**config.mk**
```make
export PLATFORM = sky130hd
export DESIGN_NAME = keyclick_gen
export DESIGN_NICKNAME = d
export VERILOG_FILES = /design/src/rtl/kc_pkg.sv /design/src/rtl/kc_ctrl_reg.sv /design/src/rtl/kc_tone_div.sv /design/src/rtl/kc_burst_cnt.sv /design/src/rtl/keyclick_gen.sv
export SDC_FILE = /design/constraint.sdc
export NUM_CORES = 1
export LEC_CHECK = 0
export ABC_AREA = 1
export BUFFER_PORTS_ARGS = -buffer_cell sky130_fd_sc_hd__buf_4
export CELL_PAD_IN_SITES_DETAIL_PLACEMENT = 1
export CELL_PAD_IN_SITES_GLOBAL_PLACEMENT = 2
export CORE_MARGIN = 5
export CORE_UTILIZATION = 26
export DETAILED_ROUTE_END_ITERATION = 7
export PLACE_DENSITY = 0.85
export SLEW_MARGIN = 20
export SYNTH_ARGS = -nofsm -noshare
export SYNTH_HDL_FRONTEND = slang
export SYNTH_HIERARCHICAL = 1
export SYNTH_SLANG_ARGS = --single-unit
export TNS_END_PERCENT = 1
```
**constraint.sdc**
```tcl
create_clock -name clk -period 2.9 [get_ports clk]
set_input_delay 0.87 -clock clk [delete_from_list [all_inputs] [get_ports clk]]
set_output_delay 0.87 -clock clk [all_outputs]
set_load 0.05 [all_outputs]
```
**src/rtl/kc_pkg.sv**
```systemverilog
// Package: shared field positions and the configuration type for the
// keyclick generator. Assumes a 16-bit control word with the enable bit on top.
package kc_pkg;
    localparam int WORD_W   = 16;
    localparam int EN_BIT   = 15;
    localparam int AMP_LSB  = 9;
    localparam int DUR_LSB  = 4;
    localparam int FREQ_LSB = 0;
    localparam int AMP_W    = 3;
    localparam int DUR_W    = 4;
    localparam int FREQ_W   = 3;
    // Bits that are stored and read back (amplitude, duration, frequency)
    localparam logic [WORD_W-2:0] FIELD_MASK = 15'h0EF7;

    typedef struct packed {
        logic [AMP_W-1:0]  amp;
        logic [DUR_W-1:0]  dur;
        logic [FREQ_W-1:0] freq;
    } kc_cfg_t;
endpackage

```
**src/rtl/kc_ctrl_reg.sv**
```systemverilog
// Control register: stores the written fields and holds the live enable bit.
// Assumes wr_en is a one-cycle strobe and burst_done is a one-cycle pulse.
// A write wins over a burst end that falls in the same cycle.
module kc_ctrl_reg
    import kc_pkg::*;
(
    input  logic              clk,
    input  logic              rst_n,
    input  logic              wr_en,
    input  logic [WORD_W-1:0] wr_data,
    input  logic              burst_done,
    output logic              active,
    output kc_cfg_t           cfg,
    output logic [WORD_W-1:0] rd_word
);
    logic [WORD_W-2:0] fields_q;

    // Capture the field bits on a write; the reserved bits are stored as zero
    always_ff @(posedge clk) begin
        if (!rst_n)     fields_q <= '0;
        else if (wr_en) fields_q <= wr_data[WORD_W-2:0] & FIELD_MASK;
    end

    // Enable bit: set or cleared by a write, cleared by itself when the burst ends
    always_ff @(posedge clk) begin
        if (!rst_n)          active <= 1'b0;
        else if (wr_en)      active <= wr_data[EN_BIT];
        else if (burst_done) active <= 1'b0;
    end

    // Split the stored word into its fields
    always_comb begin
        cfg.amp  = fields_q[AMP_LSB  +: AMP_W];
        cfg.dur  = fields_q[DUR_LSB  +: DUR_W];
        cfg.freq = fields_q[FREQ_LSB +: FREQ_W];
    end

    assign rd_word = {active, fields_q};


    end_only_on_done_chk: assert property (@(posedge clk) disable iff (!rst_n)
        $fell(active) |-> ($past(wr_en) || $past(burst_done)));
endmodule

```
**src/rtl/kc_tone_div.sv**
```systemverilog
// Tone divider: counts reference ticks through one tone period and reports
// the phase and the last tick of each period. Assumes freq changes only
// together with a restart.
module kc_tone_div
    import kc_pkg::*;
#(
    parameter int BASE_PERIOD = 125
) (
    input  logic              clk,
    input  logic              rst_n,
    input  logic              restart,
    input  logic              active,
    input  logic              ref_tick,
    input  logic [FREQ_W-1:0] freq,
    output logic              phase_pos,
    output logic              period_end
);
    localparam int MAX_PERIOD = BASE_PERIOD << ((1 << FREQ_W) - 1);
    localparam int PER_W      = $clog2(MAX_PERIOD + 1);

    logic [PER_W-1:0] period_len;
    logic [PER_W-1:0] tick_cnt;

    // Period length in ticks for the selected frequency code
    assign period_len = PER_W'(BASE_PERIOD) << freq;

    // Position within the period: restarts on a write, advances on each reference tick
    always_ff @(posedge clk) begin
        if (!rst_n || restart || !active) tick_cnt <= '0;
        else if (ref_tick)                tick_cnt <= period_end ? '0 : tick_cnt + 1'b1;
    end

    assign period_end = active && ref_tick && (tick_cnt == period_len - 1'b1);
    assign phase_pos  = tick_cnt < (period_len >> 1);


    period_range_chk: assert property (@(posedge clk) disable iff (!rst_n)
        tick_cnt < period_len);
endmodule

```
**src/rtl/kc_burst_cnt.sv**
```systemverilog
// Burst counter: counts completed tone periods and flags the last one.
// Assumes dur changes only together with a restart.
module kc_burst_cnt
    import kc_pkg::*;
(
    input  logic             clk,
    input  logic             rst_n,
    input  logic             restart,
    input  logic             period_end,
    input  logic [DUR_W-1:0] dur,
    output logic             burst_done
);
    logic [DUR_W:0] per_cnt;
    logic [DUR_W:0] last_idx;

    // Index of the last period, 2*(D+1) - 1
    assign last_idx = {dur, 1'b1};

    // Count completed periods; wrap to zero after the last one
    always_ff @(posedge clk) begin
        if (!rst_n || restart) per_cnt <= '0;
        else if (period_end)   per_cnt <= burst_done ? '0 : per_cnt + 1'b1;
    end

    assign burst_done = period_end && (per_cnt == last_idx);


    count_bound_chk: assert property (@(posedge clk) disable iff (!rst_n)
        per_cnt <= last_idx);
endmodule

```
**src/rtl/keyclick_gen.sv**
```systemverilog
// Keyclick generator top: a written control word starts a square-wave burst.
// Outputs a signed sample of +/-(A+1)*1024 while the burst runs and zero
// when idle. Assumes ref_tick is a one-cycle pulse at the reference rate.
module keyclick_gen
    import kc_pkg::*;
#(
    parameter int BASE_PERIOD = 125,
    parameter int SAMPLE_W    = 16,
    parameter int AMP_SHIFT   = 10
) (
    input  logic                       clk,
    input  logic                       rst_n,
    input  logic                       ref_tick,
    input  logic                       wr_en,
    input  logic [15:0]                wr_data,
    output logic [15:0]                ctrl_rd,
    output logic                       busy,
    output logic signed [SAMPLE_W-1:0] sample
);
    kc_cfg_t              cfg;
    logic                 active;
    logic                 phase_pos;
    logic                 period_end;
    logic                 burst_done;
    logic [SAMPLE_W-1:0]  magnitude;

    kc_ctrl_reg u_ctrl (
        .clk        (clk),
        .rst_n      (rst_n),
        .wr_en      (wr_en),
        .wr_data    (wr_data),
        .burst_done (burst_done),
        .active     (active),
        .cfg        (cfg),
        .rd_word    (ctrl_rd)
    );

    kc_tone_div #(.BASE_PERIOD(BASE_PERIOD)) u_tone (
        .clk        (clk),
        .rst_n      (rst_n),
        .restart    (wr_en),
        .active     (active),
        .ref_tick   (ref_tick),
        .freq       (cfg.freq),
        .phase_pos  (phase_pos),
        .period_end (period_end)
    );

    kc_burst_cnt u_burst (
        .clk        (clk),
        .rst_n      (rst_n),
        .restart    (wr_en),
        .period_end (period_end),
        .dur        (cfg.dur),
        .burst_done (burst_done)
    );

    // Sample magnitude from the amplitude code
    assign magnitude = (SAMPLE_W'(cfg.amp) + 1'b1) << AMP_SHIFT;

    // Signed output: positive half, negative half, or zero when idle
    always_comb begin
        if (!active)        sample = '0;
        else if (phase_pos) sample = magnitude;
        else                sample = -magnitude;
    end

    assign busy = active;


    start_busy_chk: assert property (@(posedge clk) disable iff (!rst_n)
        (wr_en && wr_data[EN_BIT]) |=> busy);


    live_sample_chk: assert property (@(posedge clk) disable iff (!rst_n)
        busy |-> (sample != '0));


    hold_no_tick_chk: assert property (@(posedge clk) disable iff (!rst_n)
        (busy && !ref_tick && !wr_en) |=> $stable(sample));
endmodule

```
Word level (Yosys, flattened, before mapping)
Index checks and enable logic that the tools add are counted.
{"block": "op_classes", "addsub": 5, "mul": 0, "n_div": 0, "order_cmp": 1, "eq_ne": 2, "shifts": 1, "muxes": 6, "n_bitwise": 0, "reduce_logical": 8}
{"op": "16-bit two-way mux", "count": 2}
{"op": "14-bit negator with 16-bit output", "count": 1}
{"op": "14-bit by 1-bit adder with 14-bit output, second input constant", "count": 1}
{"op": "14-bit == test", "count": 1}
{"op": "14-bit by 13-bit less-than comparator with 1-bit output", "count": 1}
{"op": "14-bit two-way mux", "count": 1}
{"op": "7-bit by 3-bit << shifter with 14-bit output, first input constant", "count": 1}
{"op": "14-bit by 1-bit subtractor with 14-bit output, second input constant", "count": 1}
{"op": "5-bit by 1-bit adder with 5-bit output, second input constant", "count": 1}
{"op": "5-bit == test", "count": 1}
{"op": "5-bit two-way mux", "count": 1}
{"op": "3-bit by 1-bit adder with 4-bit output, second input constant", "count": 1}
{"op": "1-bit logical AND", "count": 3}
{"op": "1-bit logical NOT", "count": 2}
{"op": "1-bit logical OR", "count": 2}
{"op": "1-bit two-way mux", "count": 2}
{"op": "2-bit nonzero test", "count": 1}
{"block": "totals", "reg_bits": 30, "latch_bits": 0, "mem_bits_rw": 0, "mem_bits_ro": 0, "input_bits": 20, "output_inout_bits": 33, "wordCells": 27, "memories": 0}

Logic depth before layout (Yosys ltp)
{"block": "depth", "ltp_word": 7, "depth_mapped": 19, "mapped_depth_nobuf": 18}

Cells and area by module
Netlist, hierarchy kept.
{"mod": "kc_tone_div", "instances": 1, "cells_per_inst": 226, "area_per_inst_um2": 1395.1, "seq_area_each_um2": 280.3}
{"mod": "kc_ctrl_reg", "instances": 1, "cells_per_inst": 67, "area_per_inst_um2": 519.2, "seq_area_each_um2": 220.2}
{"mod": "kc_burst_cnt", "instances": 1, "cells_per_inst": 48, "area_per_inst_um2": 319.1, "seq_area_each_um2": 100.1}
{"mod": "keyclick_gen", "instances": 1, "cells_per_inst": 39, "area_per_inst_um2": 229.0, "seq_area_each_um2": 0.0}

Least setup slack after synthesis
OpenSTA, ideal clock, no wires.
{"block": "synth_timing", "kind": "register to output", "from": "register u_ctrl.fields_q[2]", "to": "output port sample[11]", "t_arrival_ns": 2.897, "required_ns": 2.030, "path_slack_ns": -0.867, "stages_incl_launch_ff": 13, "n_path_buf": 1, "path_cell_list": "dfxtp_1 -> buf_4 -> nand2_1 -> nand2_1 -> inv_1 -> ha_1 -> a21oi_1 -> nor2_1 -> a211oi_1 -> o21ai_0 -> a21oi_1 -> nor3_1 -> nor3_1"}
{"block": "synth_via", "elab_chain_len": 4}
{"element": "start: declaration", "line_no": "kc_ctrl_reg.sv:16", "rtl": "logic [WORD_W-2:0] fields_q;"}
{"element": "start signal: assignment", "line_no": "kc_ctrl_reg.sv:21", "rtl": "else if (wr_en) fields_q <= wr_data[WORD_W-2:0] & FIELD_MASK;"}
{"element": "7-bit by 3-bit << shifter with 14-bit output", "line_no": "kc_tone_div.sv:25", "rtl": "assign period_len = PER_W'(BASE_PERIOD) << freq;"}
{"element": "14-bit by 13-bit less-than comparator with 1-bit output", "line_no": "kc_tone_div.sv:34", "rtl": "assign phase_pos = tick_cnt < (period_len >> 1);"}
{"element": "via phase_pos", "line_no": "keyclick_gen.sv:22", "rtl": "logic phase_pos;"}
{"element": "16-bit two-way mux", "line_no": "keyclick_gen.sv:64", "rtl": "else if (phase_pos) sample = magnitude;"}
{"element": "16-bit two-way mux", "line_no": "keyclick_gen.sv:63", "rtl": "if (!active) sample = '0;"}
{"element": "end: declaration", "line_no": "keyclick_gen.sv:18", "rtl": "output logic signed [SAMPLE_W-1:0] sample"}
The timed path passes the listed nets, and every way through them passes these cells.

Worst setup path after layout
{"block": "layout_timing", "from": "register u_ctrl.fields_q[2]", "to": "output port sample[13]"}
Same word-level chain as after synthesis.

==> results.sh <==
export IMPL_rsz0062_at_grt="true"
export IMPL_clock_fmax_mhz=306.8
export IMPL_antenna_cells=0
export IMPL_vias=2614
export IMPL_fin_crit_sh=1.124
export IMPL_yosys_area_top_type_share=0.2439
export IMPL_fin_crit_ns=3.260
export IMPL_clk_latency_ns=0.28
export IMPL_crit_arrival_ns=2.39
export IMPL_hold_viol_final=0
export IMPL_dr_pass1_iters=4
export IMPL_cts_sinks=30
export IMPL_wire_per_inst_um=13.83
export IMPL_path_class="reg -> out"
export IMPL_viasPerCell=4.546
export IMPL_synth_edf_count=0
export IMPL_remaining_drc_errors=0
export IMPL_place_area_mm2=0.003002
export IMPL_die_w_um=107.3
export IMPL_synth_cell_types=33
export IMPL_leakage_nw=1.582
export IMPL_clockRootBuffer="clkbuf_8"
export IMPL_cap_viol_max_count=0
export IMPL_clock_path_buffers=2
export IMPL_yosys_warnings=6
export IMPL_grt_usage=0.1390
export IMPL_path_cells="buf_12 -> nor2_2 -> a21oi_1 -> ha_1 -> a21oi_2 -> o221ai_2 -> a21oi_2 -> buf_6 -> nand3_4 -> a21oi_4 -> buf_6"
export IMPL_grt_pass1_vias=2791
export IMPL_synth_ff_type="dfxtp_1"
export IMPL_cts_buffers=5
export IMPL_cts_htree_levels=2
export IMPL_worstHoldPathType="reg -> reg"
export IMPL_grt_start_max_net_pins=17
export IMPL_finish_utilization=0.3685
export IMPL_r2r_slack_ns=-0.21
export IMPL_cts_tree="built"
export IMPL_port_buffers=32
export IMPL_violations="negative setup slack"
export IMPL_wl_um=7952
export IMPL_fp_row_count=35
export IMPL_cts_clk_slew_worst_paths_ns=0.06
export IMPL_yosysMostFrequentCell="nand2_1"
export IMPL_hold_ws_ns=0.5376
export IMPL_cts_hold_buf=0
export IMPL_ys_async_sr_fraction=0
export IMPL_fp_dieH_um=107.3
export IMPL_p_per_area_mw_per_mm2=334.2
export IMPL_final_layout_size_suffix_gt1_frac=0.3341
export IMPL_ys_ff_latch=30
export IMPL_critPathMaxStageDelay_ns=0.37
export IMPL_synthTopCellsByCount="73 x nand2_1, 64 x nor2_1, 44 x inv_1, 30 x dfxtp_1, 29 x buf_4"
export IMPL_slew_viol_final=0
export IMPL_path_max_fanout=7
export IMPL_antenna_found_initial=0
export IMPL_initial_core_util=0.2665
export IMPL_core_mm2=0.009240
export IMPL_yosysSeqAreaShare=0.2439
export IMPL_setup_viol=10
export IMPL_dp_hpwl_um=6157
export IMPL_slowest_stage="dfxtp_4"
export IMPL_ir_worst_vdd_mv=0.2138
export IMPL_synth_area_mm2=0.002462
export IMPL_status="finished with violations"
export IMPL_synth_area_per_cell_um2=6.480
export IMPL_fin_area_mm2=0.003405
export IMPL_p_total_mw=1.138
export IMPL_grt_pass1_wl_um=12820
export IMPL_synth_top_cells_by_area="dfxtp_1 24%, nand2_1 11%, nor2_1 9.8%, buf_4 8.8%, ha_1 7.6%"
export IMPL_cp_required_ns=2.03
export IMPL_first_iter_violations=79
export IMPL_nets=482
export IMPL_io_pin_count=53
export IMPL_fin_skew_ns=0.006123
export IMPL_synthCells=380
export IMPL_start_kind="flop"
export IMPL_pre_cts_ws_ns=-0.3632
export IMPL_ant_nets=0
export IMPL_syn2layout_area_growth_pct=38.26
export IMPL_grt_overflow=0
export IMPL_synth_top_area_cell="dfxtp_1"
export IMPL_gp_congestion=0.8546
export IMPL_end_kind="primary output"
export IMPL_setup_slack_ns=-0.3597
export IMPL_dieArea_mm2=0.01152
[area by class of cell]
cell class	count	area (µm²)
fill	1181	5836
multi-input combinational	280	1700
clock buffer	6	82.58
tap	129	161.4
timing repair buffer	81	663.1
inverter	49	185.2
sequential	30	611.8
[critical path: cells and delay by family, from the launching register on]
| kind | cells | cell delay [ns] |
|---|---|---|
| AND/OR/NAND/NOR | 2 | 0.24 |
| buffers and inverters | 3 | 0.47 |
| AO/OA/AOI/OAI | 5 | 0.72 |
| adder cells (fa/ha/maj) | 1 | 0.30 |
| flip-flops | 1 | 0.37 |
[routing by layer]
| metal | routed length, µm | track usage | share of wire |
|---|---|---|---|
| met1 | 3351 | 0.1536 | 0.42 |
| met2 | 4220 | 0.2668 | 0.53 |
| met3 | 227 | 0.02519 | 0.029 |
| met4 | 153 | 0.04110 | 0.019 |
| met5 | 0 | 0 | 0 |
[kinds of logic after synthesis]
group           share of synthesized area
compound gates                     0.1006
xor+xnor                          0.05691
fa+ha+maj                         0.07622
buf+inv                            0.1834
flops                              0.2439
other cells                      0.003050
simple gates                       0.3359
[through the flow]
stage | cells | setup TNS (ns)
after floorplan | 393 | -0.1182
after global placement | 556 | -1.232
after detailed placement | 556 | -1.582
after CTS | 573 | -2.169
after global routing | 575 | -3.819
final | 575 | -2.291
[cell usage in the layout, fill, tap and decap left out, types with 2 or more instances in the layout]
cell / count
inv_2: 8
a21oi_2: 7
o21ai_0: 4
nor2_4: 2
nor2_2: 4
ha_2: 2
a21oi_1: 8
nand2_4: 6
ha_4: 2
dfxtp_1: 27
nand2_1: 64
conb_1: 15
nand2_2: 10
nand3_2: 4
nor3_1: 5
buf_4: 71
nand4_1: 5
nand3_1: 22
inv_1: 40
nor3_2: 2
buf_12: 2
o211ai_1: 2
dfxtp_4: 3
buf_6: 8
nand3b_1: 3
xor2_1: 15
o21ai_1: 12
a31oi_4: 2
a211oi_2: 2
nor2_1: 60
clkbuf_8: 6
ha_1: 11
[final timing paths]
path / start / endpoint / cells after the start
worst min-delay path: u_tone/tick_cnt[0] / u_tone/tick_cnt[0] / 2
worst min register to register: u_tone/tick_cnt[0] / u_tone/tick_cnt[0] / 2
worst max register to register: u_ctrl/fields_q[1] / u_ctrl/active / 26
worst max-delay path: u_ctrl/fields_q[2] / sample[13] / 11
[sequential cells by signal, summed over array words and instances (netlist names)]
register         count
u_ctrl/active        1
u_burst/per_cnt      5
u_tone/tick_cnt     14
u_ctrl/fields_q     10
[power by group]
part           total [mW]  switching (mW)  internal, mW  leakage [nW]
clock               0.327           0.144         0.182        0.0431
combinational       0.366           0.229         0.137          1.29
sequential          0.445          0.0227         0.423         0.246
total                1.14           0.396         0.742          1.58
[timing repair]
item	4_1_cts	5_1_grt
endpoints found under the setup margin	5	23
pin swaps	11	13
buffers inserted	11	2
resized for setup	35	20
(Power assumes the default switching activity.)
